$ cat src/rtl/rlep_pkg.sv
package rlep_pkg;

    // Action applied to the table slot selected by the current key.
    typedef enum logic [2:0] {
        ACT_NONE,
        ACT_INSERT,
        ACT_REWRITE,
        ACT_DELETE,
        ACT_STRENGTHEN,
        ACT_WEAKEN
    } tbl_act_e;

    // Left shift applied to history pair `lvl` before the XOR fold.
    function automatic int fold_shift(int lvl, int levels, int hash_w, int pair_w);
        if (levels < 2) begin
            return 0;
        end
        return (lvl * (hash_w - pair_w)) / (levels - 1);
    endfunction

endpackage

$ cat src/rtl/rlep_history.sv
module rlep_history
    import rlep_pkg::*;
#(
    parameter int PHASE_W = 4,
    parameter int LEN_W   = 3,
    parameter int LEVELS  = 2,
    parameter int HASH_W  = 8
) (
    input  logic               clk,
    input  logic               rst,
    input  logic               obs_valid,
    input  logic [PHASE_W-1:0] obs_phase,
    output logic               started,
    output logic [PHASE_W-1:0] cur_phase,
    output logic [LEN_W-1:0]   cur_len,
    output logic [HASH_W-1:0]  key
);
    localparam int PAIR_W = PHASE_W + LEN_W;
    localparam logic [LEN_W-1:0] LEN_MAX = '1;

    // Slot 0 is the burst in progress; higher slots are older bursts.
    logic [PAIR_W-1:0] pair_q [LEVELS];
    logic              started_q;
    logic              new_burst;

    assign started   = started_q;
    assign cur_phase = pair_q[0][PAIR_W-1:LEN_W];
    assign cur_len   = pair_q[0][LEN_W-1:0];
    assign new_burst = !started_q || (obs_phase != cur_phase);

    always_ff @(posedge clk) begin
        if (rst) begin
            started_q <= 1'b0;
            for (int i = 0; i < LEVELS; i++) begin
                pair_q[i] <= '0;
            end
        end else if (obs_valid) begin
            started_q <= 1'b1;
            if (new_burst) begin
                for (int i = LEVELS - 1; i > 0; i--) begin
                    pair_q[i] <= pair_q[i-1];
                end
                pair_q[0] <= {obs_phase, LEN_W'(1)};
            end else if (cur_len != LEN_MAX) begin
                pair_q[0][LEN_W-1:0] <= cur_len + LEN_W'(1);
            end
        end
    end

    // Shift-and-XOR fold of all pairs into the key.
    logic [HASH_W-1:0] acc [LEVELS+1];
    assign acc[0] = '0;

    for (genvar g = 0; g < LEVELS; g++) begin : g_fold
        localparam int SH = fold_shift(g, LEVELS, HASH_W, PAIR_W);
        assign acc[g+1] = acc[g] ^ (HASH_W'(pair_q[g]) << SH);
    end

    assign key = acc[LEVELS];

endmodule

$ cat src/rtl/rlep_table.sv
module rlep_table
    import rlep_pkg::*;
#(
    parameter int IDX_W   = 4,
    parameter int TAG_W   = 4,
    parameter int PHASE_W = 4,
    parameter int CNT_W   = 2
) (
    input  logic               clk,
    input  logic               rst,
    input  logic [IDX_W-1:0]   rd_idx,
    input  logic [TAG_W-1:0]   rd_tag,
    input  tbl_act_e           act,
    input  logic [PHASE_W-1:0] wr_phase,
    output logic               lk_valid,
    output logic               lk_hit,
    output logic [PHASE_W-1:0] lk_next,
    output logic [CNT_W-1:0]   lk_cnt
);
    localparam int DEPTH = 1 << IDX_W;
    localparam logic [CNT_W-1:0] CNT_MAX = '1;

    logic               vld_q [DEPTH];
    logic [TAG_W-1:0]   tag_q [DEPTH];
    logic [PHASE_W-1:0] nxt_q [DEPTH];
    logic [CNT_W-1:0]   cnt_q [DEPTH];

    assign lk_valid = vld_q[rd_idx];
    assign lk_hit   = vld_q[rd_idx] && (tag_q[rd_idx] == rd_tag);
    assign lk_next  = nxt_q[rd_idx];
    assign lk_cnt   = cnt_q[rd_idx];

    always_ff @(posedge clk) begin
        if (rst) begin
            for (int i = 0; i < DEPTH; i++) begin
                vld_q[i] <= 1'b0;
                tag_q[i] <= '0;
                nxt_q[i] <= '0;
                cnt_q[i] <= '0;
            end
        end else begin
            unique case (act)
                ACT_INSERT: begin
                    vld_q[rd_idx] <= 1'b1;
                    tag_q[rd_idx] <= rd_tag;
                    nxt_q[rd_idx] <= wr_phase;
                    cnt_q[rd_idx] <= '0;
                end
                ACT_REWRITE: begin
                    nxt_q[rd_idx] <= wr_phase;
                end
                ACT_DELETE: begin
                    vld_q[rd_idx] <= 1'b0;
                end
                ACT_STRENGTHEN: begin
                    if (cnt_q[rd_idx] != CNT_MAX) begin
                        cnt_q[rd_idx] <= cnt_q[rd_idx] + CNT_W'(1);
                    end
                end
                ACT_WEAKEN: begin
                    if (cnt_q[rd_idx] != '0) begin
                        cnt_q[rd_idx] <= cnt_q[rd_idx] - CNT_W'(1);
                    end
                end
                default: begin
                end
            endcase
        end
    end

endmodule

$ cat src/rtl/rlep_policy.sv
module rlep_policy
    import rlep_pkg::*;
#(
    parameter int PHASE_W = 4,
    parameter int CNT_W   = 2,
    parameter int THRESH  = 1
) (
    input  logic               obs_valid,
    input  logic               started,
    input  logic [PHASE_W-1:0] obs_phase,
    input  logic [PHASE_W-1:0] cur_phase,
    input  logic               lk_valid,
    input  logic               lk_hit,
    input  logic [PHASE_W-1:0] lk_next,
    input  logic [CNT_W-1:0]   lk_cnt,
    output tbl_act_e           act,
    output logic [PHASE_W-1:0] pred_phase
);
    localparam logic [CNT_W-1:0] THR = CNT_W'(THRESH);

    logic confident;
    logic changed;
    logic matched;
    logic cnt_zero;

    always_comb begin
        confident  = lk_hit && (lk_cnt > THR);
        pred_phase = confident ? lk_next : cur_phase;
    end

    always_comb begin
        changed  = (obs_phase != cur_phase);
        matched  = (lk_next == obs_phase);
        cnt_zero = (lk_cnt == '0);
        act      = ACT_NONE;
        if (obs_valid && started) begin
            if (lk_hit) begin
                if (matched) begin
                    act = ACT_STRENGTHEN;
                end else if (!cnt_zero) begin
                    act = ACT_WEAKEN;
                end else if (changed) begin
                    act = ACT_REWRITE;
                end else begin
                    act = ACT_DELETE;
                end
            end else if (changed) begin
                if (!lk_valid || cnt_zero) begin
                    act = ACT_INSERT;
                end else begin
                    act = ACT_WEAKEN;
                end
            end
        end
    end

endmodule

$ cat src/rtl/rlep_predictor.sv
module rlep_predictor
    import rlep_pkg::*;
#(
    parameter int PHASE_W = 4,
    parameter int LEN_W   = 3,
    parameter int LEVELS  = 2,
    parameter int HASH_W  = 8,
    parameter int IDX_W   = 4,
    parameter int CNT_W   = 2,
    parameter int THRESH  = 1
) (
    input  logic               clk,
    input  logic               rst,
    input  logic               obs_valid,
    input  logic [PHASE_W-1:0] obs_phase,
    output logic [PHASE_W-1:0] pred_phase
);
    localparam int TAG_W = HASH_W - IDX_W;

    logic               started;
    logic [PHASE_W-1:0] cur_phase;
    logic [LEN_W-1:0]   cur_len;
    logic [HASH_W-1:0]  key;
    logic [IDX_W-1:0]   lk_idx;
    logic [TAG_W-1:0]   lk_tag;
    logic               lk_valid;
    logic               lk_hit;
    logic [PHASE_W-1:0] lk_next;
    logic [CNT_W-1:0]   lk_cnt;
    tbl_act_e           act;

    assign lk_idx = key[IDX_W-1:0];
    assign lk_tag = key[HASH_W-1:IDX_W];

    rlep_history #(
        .PHASE_W (PHASE_W),
        .LEN_W   (LEN_W),
        .LEVELS  (LEVELS),
        .HASH_W  (HASH_W)
    ) u_hist (
        .clk       (clk),
        .rst       (rst),
        .obs_valid (obs_valid),
        .obs_phase (obs_phase),
        .started   (started),
        .cur_phase (cur_phase),
        .cur_len   (cur_len),
        .key       (key)
    );

    rlep_table #(
        .IDX_W   (IDX_W),
        .TAG_W   (TAG_W),
        .PHASE_W (PHASE_W),
        .CNT_W   (CNT_W)
    ) u_tbl (
        .clk      (clk),
        .rst      (rst),
        .rd_idx   (lk_idx),
        .rd_tag   (lk_tag),
        .act      (act),
        .wr_phase (obs_phase),
        .lk_valid (lk_valid),
        .lk_hit   (lk_hit),
        .lk_next  (lk_next),
        .lk_cnt   (lk_cnt)
    );

    rlep_policy #(
        .PHASE_W (PHASE_W),
        .CNT_W   (CNT_W),
        .THRESH  (THRESH)
    ) u_pol (
        .obs_valid  (obs_valid),
        .started    (started),
        .obs_phase  (obs_phase),
        .cur_phase  (cur_phase),
        .lk_valid   (lk_valid),
        .lk_hit     (lk_hit),
        .lk_next    (lk_next),
        .lk_cnt     (lk_cnt),
        .act        (act),
        .pred_phase (pred_phase)
    );

endmodule

$ cat config.mk
export PLATFORM = sky130hd
export DESIGN_NAME = rlep_predictor
export DESIGN_NICKNAME = d
export VERILOG_FILES = /design/src/rtl/rlep_pkg.sv /design/src/rtl/rlep_history.sv /design/src/rtl/rlep_table.sv /design/src/rtl/rlep_policy.sv /design/src/rtl/rlep_predictor.sv
export SDC_FILE = /design/constraint.sdc
export NUM_CORES = 1
export LEC_CHECK = 0
export ABC_CLOCK_PERIOD_IN_PS = 5100
export CORE_UTILIZATION = 35
export CTS_BUF_LIST = sky130_fd_sc_hd__clkbuf_16
export CTS_CLUSTER_SIZE = 28
export DETAILED_ROUTE_END_ITERATION = 6
export HOLD_SLACK_MARGIN = 0.06
export SLEW_MARGIN = 30
export SYNTH_ARGS = -nofsm -noshare
export SYNTH_HDL_FRONTEND = slang
export SYNTH_SLANG_ARGS = --single-unit
$ cat constraint.sdc
create_clock -name clk -period 5.1 [get_ports clk]
set_input_delay 0.51 -clock clk [delete_from_list [all_inputs] [get_ports clk]]
set_output_delay 0.51 -clock clk [all_outputs]
set_load 0.05 [all_outputs]
-- Word level (Yosys, flattened, before mapping)
Memories as Yosys holds them, arrays and structs flattened.
Index checks and enable logic that the tools add are counted.
- register bits: 1
- bits in writable memories: 190
- bits of input ports: 7
- output and inout bits: 4
- word-level logic and storage cells: 96
- memories kept: 5
- $add $sub $neg: 3
- magnitude comparators: 1
- eq/ne operators: 10
- mux-type cells: 55
- bitwise logic cells: 8
- reductions and logical operators: 13
- memory list (memory ; words ; bits a word ; read ports ; clocked after Yosys merged registers in ; wr ports ; RTL line ; RTL):
    u_tbl.nxt_q ; 16 ; 4 ; 1 ; 0 ; 16 ; rlep_table.sv:25 ; logic [PHASE_W-1:0] nxt_q [DEPTH];
    u_tbl.tag_q ; 16 ; 4 ; 1 ; 0 ; 16 ; rlep_table.sv:24 ; logic [TAG_W-1:0] tag_q [DEPTH];
    u_tbl.cnt_q ; 16 ; 2 ; 1 ; 0 ; 16 ; rlep_table.sv:26 ; logic [CNT_W-1:0] cnt_q [DEPTH];
    u_tbl.vld_q ; 16 ; 1 ; 1 ; 0 ; 16 ; rlep_table.sv:23 ; logic vld_q [DEPTH];
    u_hist.pair_q ; 2 ; 7 ; 2 ; 0 ; 2 ; rlep_history.sv:22 ; logic [PAIR_W-1:0] pair_q [LEVELS];
- operators by type and width (cell ; count):
    2-to-1 mux 1 bit ; 35
    2-to-1 mux 4 bit ; 8
    2-to-1 mux 3 bit ; 7
    2-to-1 mux 7 bit ; 2
    == test 4 bit ; 2
    OR reduction 4 bit ; 2
    bitwise XOR 7 x 8 -> 8 bit ; 1
    bitwise OR 1 bit ; 7
    == test 3 x 2 -> 1 bit, second input constant ; 2
    == test 3 bit, second input constant ; 2
    2-to-1 mux 2 bit ; 3
    inequality test 4 bit ; 1
    adder 3 x 1 -> 3 bit, second input constant ; 1
    == test 3 x 1 -> 1 bit, second input constant ; 1
    logical AND 1 bit ; 3
    inequality test 3 bit, second input constant ; 1
    adder 2 x 1 -> 2 bit, second input constant ; 1
    greater-than comparator 2 x 1 -> 1 bit, second input constant ; 1
    zero test 1 bit ; 2
    zero test 2 bit ; 1
    logical OR 1 bit ; 2
    inequality test 2 bit, second input constant ; 1
    nonzero test 2 bit ; 1
    OR reduction 2 bit ; 1
    2 further kinds ; 2

-- Depth between registers and ports, before layout
An unclocked memory read counts as a cell.
- word-level depth: 17
- mapped depth: 16
- mapped depth without buffers: 9

-- Cells and area by module
Synthesis repeated with hierarchy kept, for this count alone.
- cells, all modules: 693
- area, all modules: 9706.8 µm²
- modules (own cells, without submodules) (module ; times used ; cells an instance ; area an instance (µm²) ; sequential area each (µm²)):
    rlep_table ; 1 ; 599 ; 8707.1 ; 5285.1
    rlep_history ; 1 ; 69 ; 795.8 ; 440.4
    rlep_policy ; 1 ; 25 ; 203.9 ; 0.0

-- Worst setup path before layout
Ideal clock, no wire load.
- path kind: reg-to-reg
- start point: memory u_hist.pair_q[0][0] in the netlist's numbering
- end point: memory u_tbl.tag_q[13][0], enable pin
- library setup time: 0.362 ns
- data arrival time: 3.916 ns
- required time: 4.738 ns
- slack: 0.822 ns
- stages on the path, launching flop included: 15
- buffers on the path: 6
- clock period less this slack: 4.278 ns
- cell sequence: edfxtp_1 > buf_6 > buf_2 > buf_1 > mux4_1 > mux4_2 > buf_2 > buf_2 > inv_1 > ha_1 > inv_1 > a21oi_2 > o21ai_2 > clkbuf_1 > o21ai_0
- RTL lines (item ; RTL line):
    from (decl) ; rlep_history.sv:22
    to (decl) ; rlep_table.sv:24

==> impl_metrics.env <==
export IMPL_status="finished, final reports clean"
export IMPL_peakVddDrop_mv=0.213
export IMPL_htree_levels=4
export IMPL_critPathBufInv=2
export IMPL_power_leakage_uw=0.00390
export IMPL_cts_hold_buf=0
export IMPL_cts_post_setup_buffers_inserted=0
export IMPL_synth_fp_nets=758
export IMPL_syn_inst=747
export IMPL_netlist_area_um2=10500
export IMPL_required_ns=4.59
export IMPL_drt_wl_total_mm=27.8
export IMPL_power_per_cell_area_nw_per_um2=332
export IMPL_slew_viol_final=0
export IMPL_cpMostUsedCell="buf_4"
export IMPL_syn_avg_cell_area_um2=14.0
export IMPL_critPathMaxStageDelay_ns=0.51
export IMPL_clk_pin_slew_ns=0.07
export IMPL_postRouteAntennaNets=0
export IMPL_core_rowCount=62
export IMPL_drive_above_1_share_pct=27.2
export IMPL_vias_per_cell=6.12
export IMPL_clkSinkCount=191
export IMPL_die_x_um=175
export IMPL_cts_resized=0
export IMPL_cts_root_buf="clkbuf_16"
export IMPL_clk_path_buf_depth=2
export IMPL_setup_worst_path_start_class="register"
export IMPL_firstDrtPassIters=5
export IMPL_critPathCaptureType="primary output"
export IMPL_die_y_um=175
export IMPL_seq_area_frac_synth_pct=54.8
export IMPL_gr_usage_all_layers_pct=18.6
export IMPL_synth_edf_count=190
export IMPL_flip_flop_cell_with_the_highest_count_after_synthesis="edfxtp_1"
export IMPL_synth_cells_most_frequent="edfxtp_1 (190), and4_1 (65), clkbuf_1 (41)"
export IMPL_fin_crit_sh_pct=89.7
export IMPL_post_synth_num_cell_types=62
export IMPL_synth_yosys_warnings=0
export IMPL_place_detailed_hpwl_mm=18.9
export IMPL_post_synth_top_count_cell="edfxtp_1"
export IMPL_total_power_draw_uw=3860
export IMPL_placement_io_buffers=10
export IMPL_worst_slew_pin_transition_ns=1.04
export IMPL_headroom_to_the_max_slew_limit_pct=30.0
export IMPL_drt_initial_drc_count=914
export IMPL_synth_top_area_share_pct=54.6
export IMPL_critPathSlowestCell="edfxtp_1"
export IMPL_cell_types_with_the_largest_area_share_after_synthesis="edfxtp_1 (55%), mux4_2 (6.7%), and4_1 (5.4%)"
export IMPL_cp_top_family="simple AND/OR/NAND/NOR gates"
export IMPL_place_inst=1112
export IMPL_worst_setup_path_type="register to primary output"
export IMPL_hold_viol=0
export IMPL_layout_min_cycle_time_ns=4.57
export IMPL_place_worst_setup_slack_ns=0.905
export IMPL_cp_cell_sequence="xor2_4 > buf_4 > mux4_1 > a22o_1 > o21ai_0 > nand4_1 > or3_4 > or2_1 > mux2_2 > buf_4"
export IMPL_grt_pass1_vias=6563
export IMPL_start_util_pct=36.0
export IMPL_total_vias_in_the_final_route=7015
export IMPL_area_delta_synth_final_pct=11.3
export IMPL_die_area_um2=30600
export IMPL_yosysTopAreaCell="edfxtp_1"
export IMPL_count_of_unresolved_drc_violations_after_routing=0
export IMPL_timing_hold_worst_class="register to register"
export IMPL_final_worst_clock_skew_ns=0.00985
export IMPL_synth_seq_cells=191
export IMPL_grt_start_max_net_pins=82
export IMPL_fin_worst_hold_slack_ns=0.554
export IMPL_core_area_um2=29000
export IMPL_grt_pass1_wl_mm=42.6
export IMPL_worst_endpoint_arrival_ns=4.06
export IMPL_grt_antenna_before_repair=1
export IMPL_worstSkewPairLatency_ns=0.44
export IMPL_async_reset_ff_share_pct=0
export IMPL_setup_viol_count_final=0
export IMPL_critical_path_peak_fanout=19
export IMPL_max_cap_viol_count=0
export IMPL_tritoncts_num_buffers=17
export IMPL_grt_setup_unrepaired="false"
export IMPL_final_setup_worst_slack_ns=0.527
export IMPL_boundaryPins=11
export IMPL_tritoncts="yes"
export IMPL_final_setup_tns_ns=0
export IMPL_gp_congestion=0.833
export IMPL_post_drt_wl_per_cell_um=24.3
export IMPL_final_instance_count_excl_fill=1146
export IMPL_fin_nets=759
export IMPL_grt_overflow_total=0
export IMPL_achievable_frequency_mhz=219
## per-stage QoR
step / util [%] / cell area, µm²
finish: 40.1 / 11600
global placement: 38.0 / 11000
floorplan: - / 10500
global route: 40.1 / 11600
CTS: 40.0 / 11600
detailed placement: 38.0 / 11000
## area by class of cell
class / instances / area [µm²]
Fill cell: 2663 / 17400
Sequential cell: 191 / 5730
Multi-Input combinational cell: 473 / 4320
Timing Repair Buffer: 60 / 510
Tap cell: 384 / 480
Clock buffer: 17 / 425
Clock inverter: 15 / 149
Inverter: 5 / 18.8
Antenna cell: 1 / 2.50
## path summary, 6_finish.rpt
kind                        from                  to  slack, ns  cells after the start
max          u_hist.pair_q[1][0]       pred_phase[1]       0.53                     10
min               u_hist.started      u_hist.started       0.55                      2
max reg2reg  u_hist.pair_q[0][0]  u_tbl.tag_q[10][3]       0.86                     11
min reg2reg       u_hist.started      u_hist.started       0.55                      2
## worst reg2reg max path, stage by stage (launching register included)
cell,delay [ns]
edfxtp_1,0.40
buf_4,0.50
mux4_1,0.65
mux4_2,0.49
inv_1,0.08
ha_1,0.23
inv_1,0.19
a21oi_2,0.23
o21ai_4,0.16
buf_16,0.23
buf_4,0.22
o21ai_0,0.51
## registers in the layout, summed over array words and instances (netlist names)
signal,cells
u_hist.pair_q,14
u_hist.started,1
u_tbl.vld_q,16
u_tbl.tag_q,64
u_tbl.nxt_q,64
u_tbl.cnt_q,32
## cells by family (layout without fill, tap and decap cells)
| logic type | Yosys count | in the layout | share of synthesized area, % |
|---|---|---|---|
| mux | 49 | 49 | 10.8 |
| xor+xnor | 13 | 13 | 1.41 |
| buf+inv | 83 | 97 | 4.56 |
| flops | 191 | 191 | 54.8 |
| compound gates | 127 | 127 | 9.71 |
| simple gates | 280 | 280 | 18.3 |
| other cells | 0 | 1 | 0 |
| fa+ha+maj | 4 | 4 | 0.479 |
## power breakdown
part / switching, µW / total [µW] / internal (µW)
combinational: 492 / 720 / 227
clock: 634 / 1330 / 691
sequential: 33.7 / 1820 / 1780
total: 1160 / 3860 / 2700
## cell usage in the layout (no fill, tap or decap), types with 6 or more instances in the layout
cell type / Yosys / final
o31ai_1: 11 / 11
nor3_1: 35 / 35
nor3_2: 23 / 23
buf_4: 1 / 51
o21ai_0: 36 / 36
and4_1: 65 / 65
mux4_2: 31 / 31
nand3_1: 10 / 10
nor2_1: 37 / 36
mux4_1: 15 / 15
a22o_1: 8 / 8
clkbuf_16: 0 / 17
o221ai_1: 16 / 16
a22oi_1: 7 / 7
nand2_1: 31 / 31
and3_1: 27 / 27
clkdlybuf4s50_1: 0 / 6
edfxtp_1: 190 / 190
nor4_2: 14 / 15
nor4_1: 20 / 19
o31ai_2: 7 / 7
a31o_2: 16 / 16
## layer usage
metal / vias to the layer above / track usage (%) / part of all wire [%]
met5: - / 0 / 0
met2: 286 / 28.8 / 47
met4: 0 / 5.07 / 1.7
met3: 32 / 3.02 / 6.2
met1: 3593 / 27.0 / 45
li1: 3104 / - / -
(Power assumes the default switching activity.)
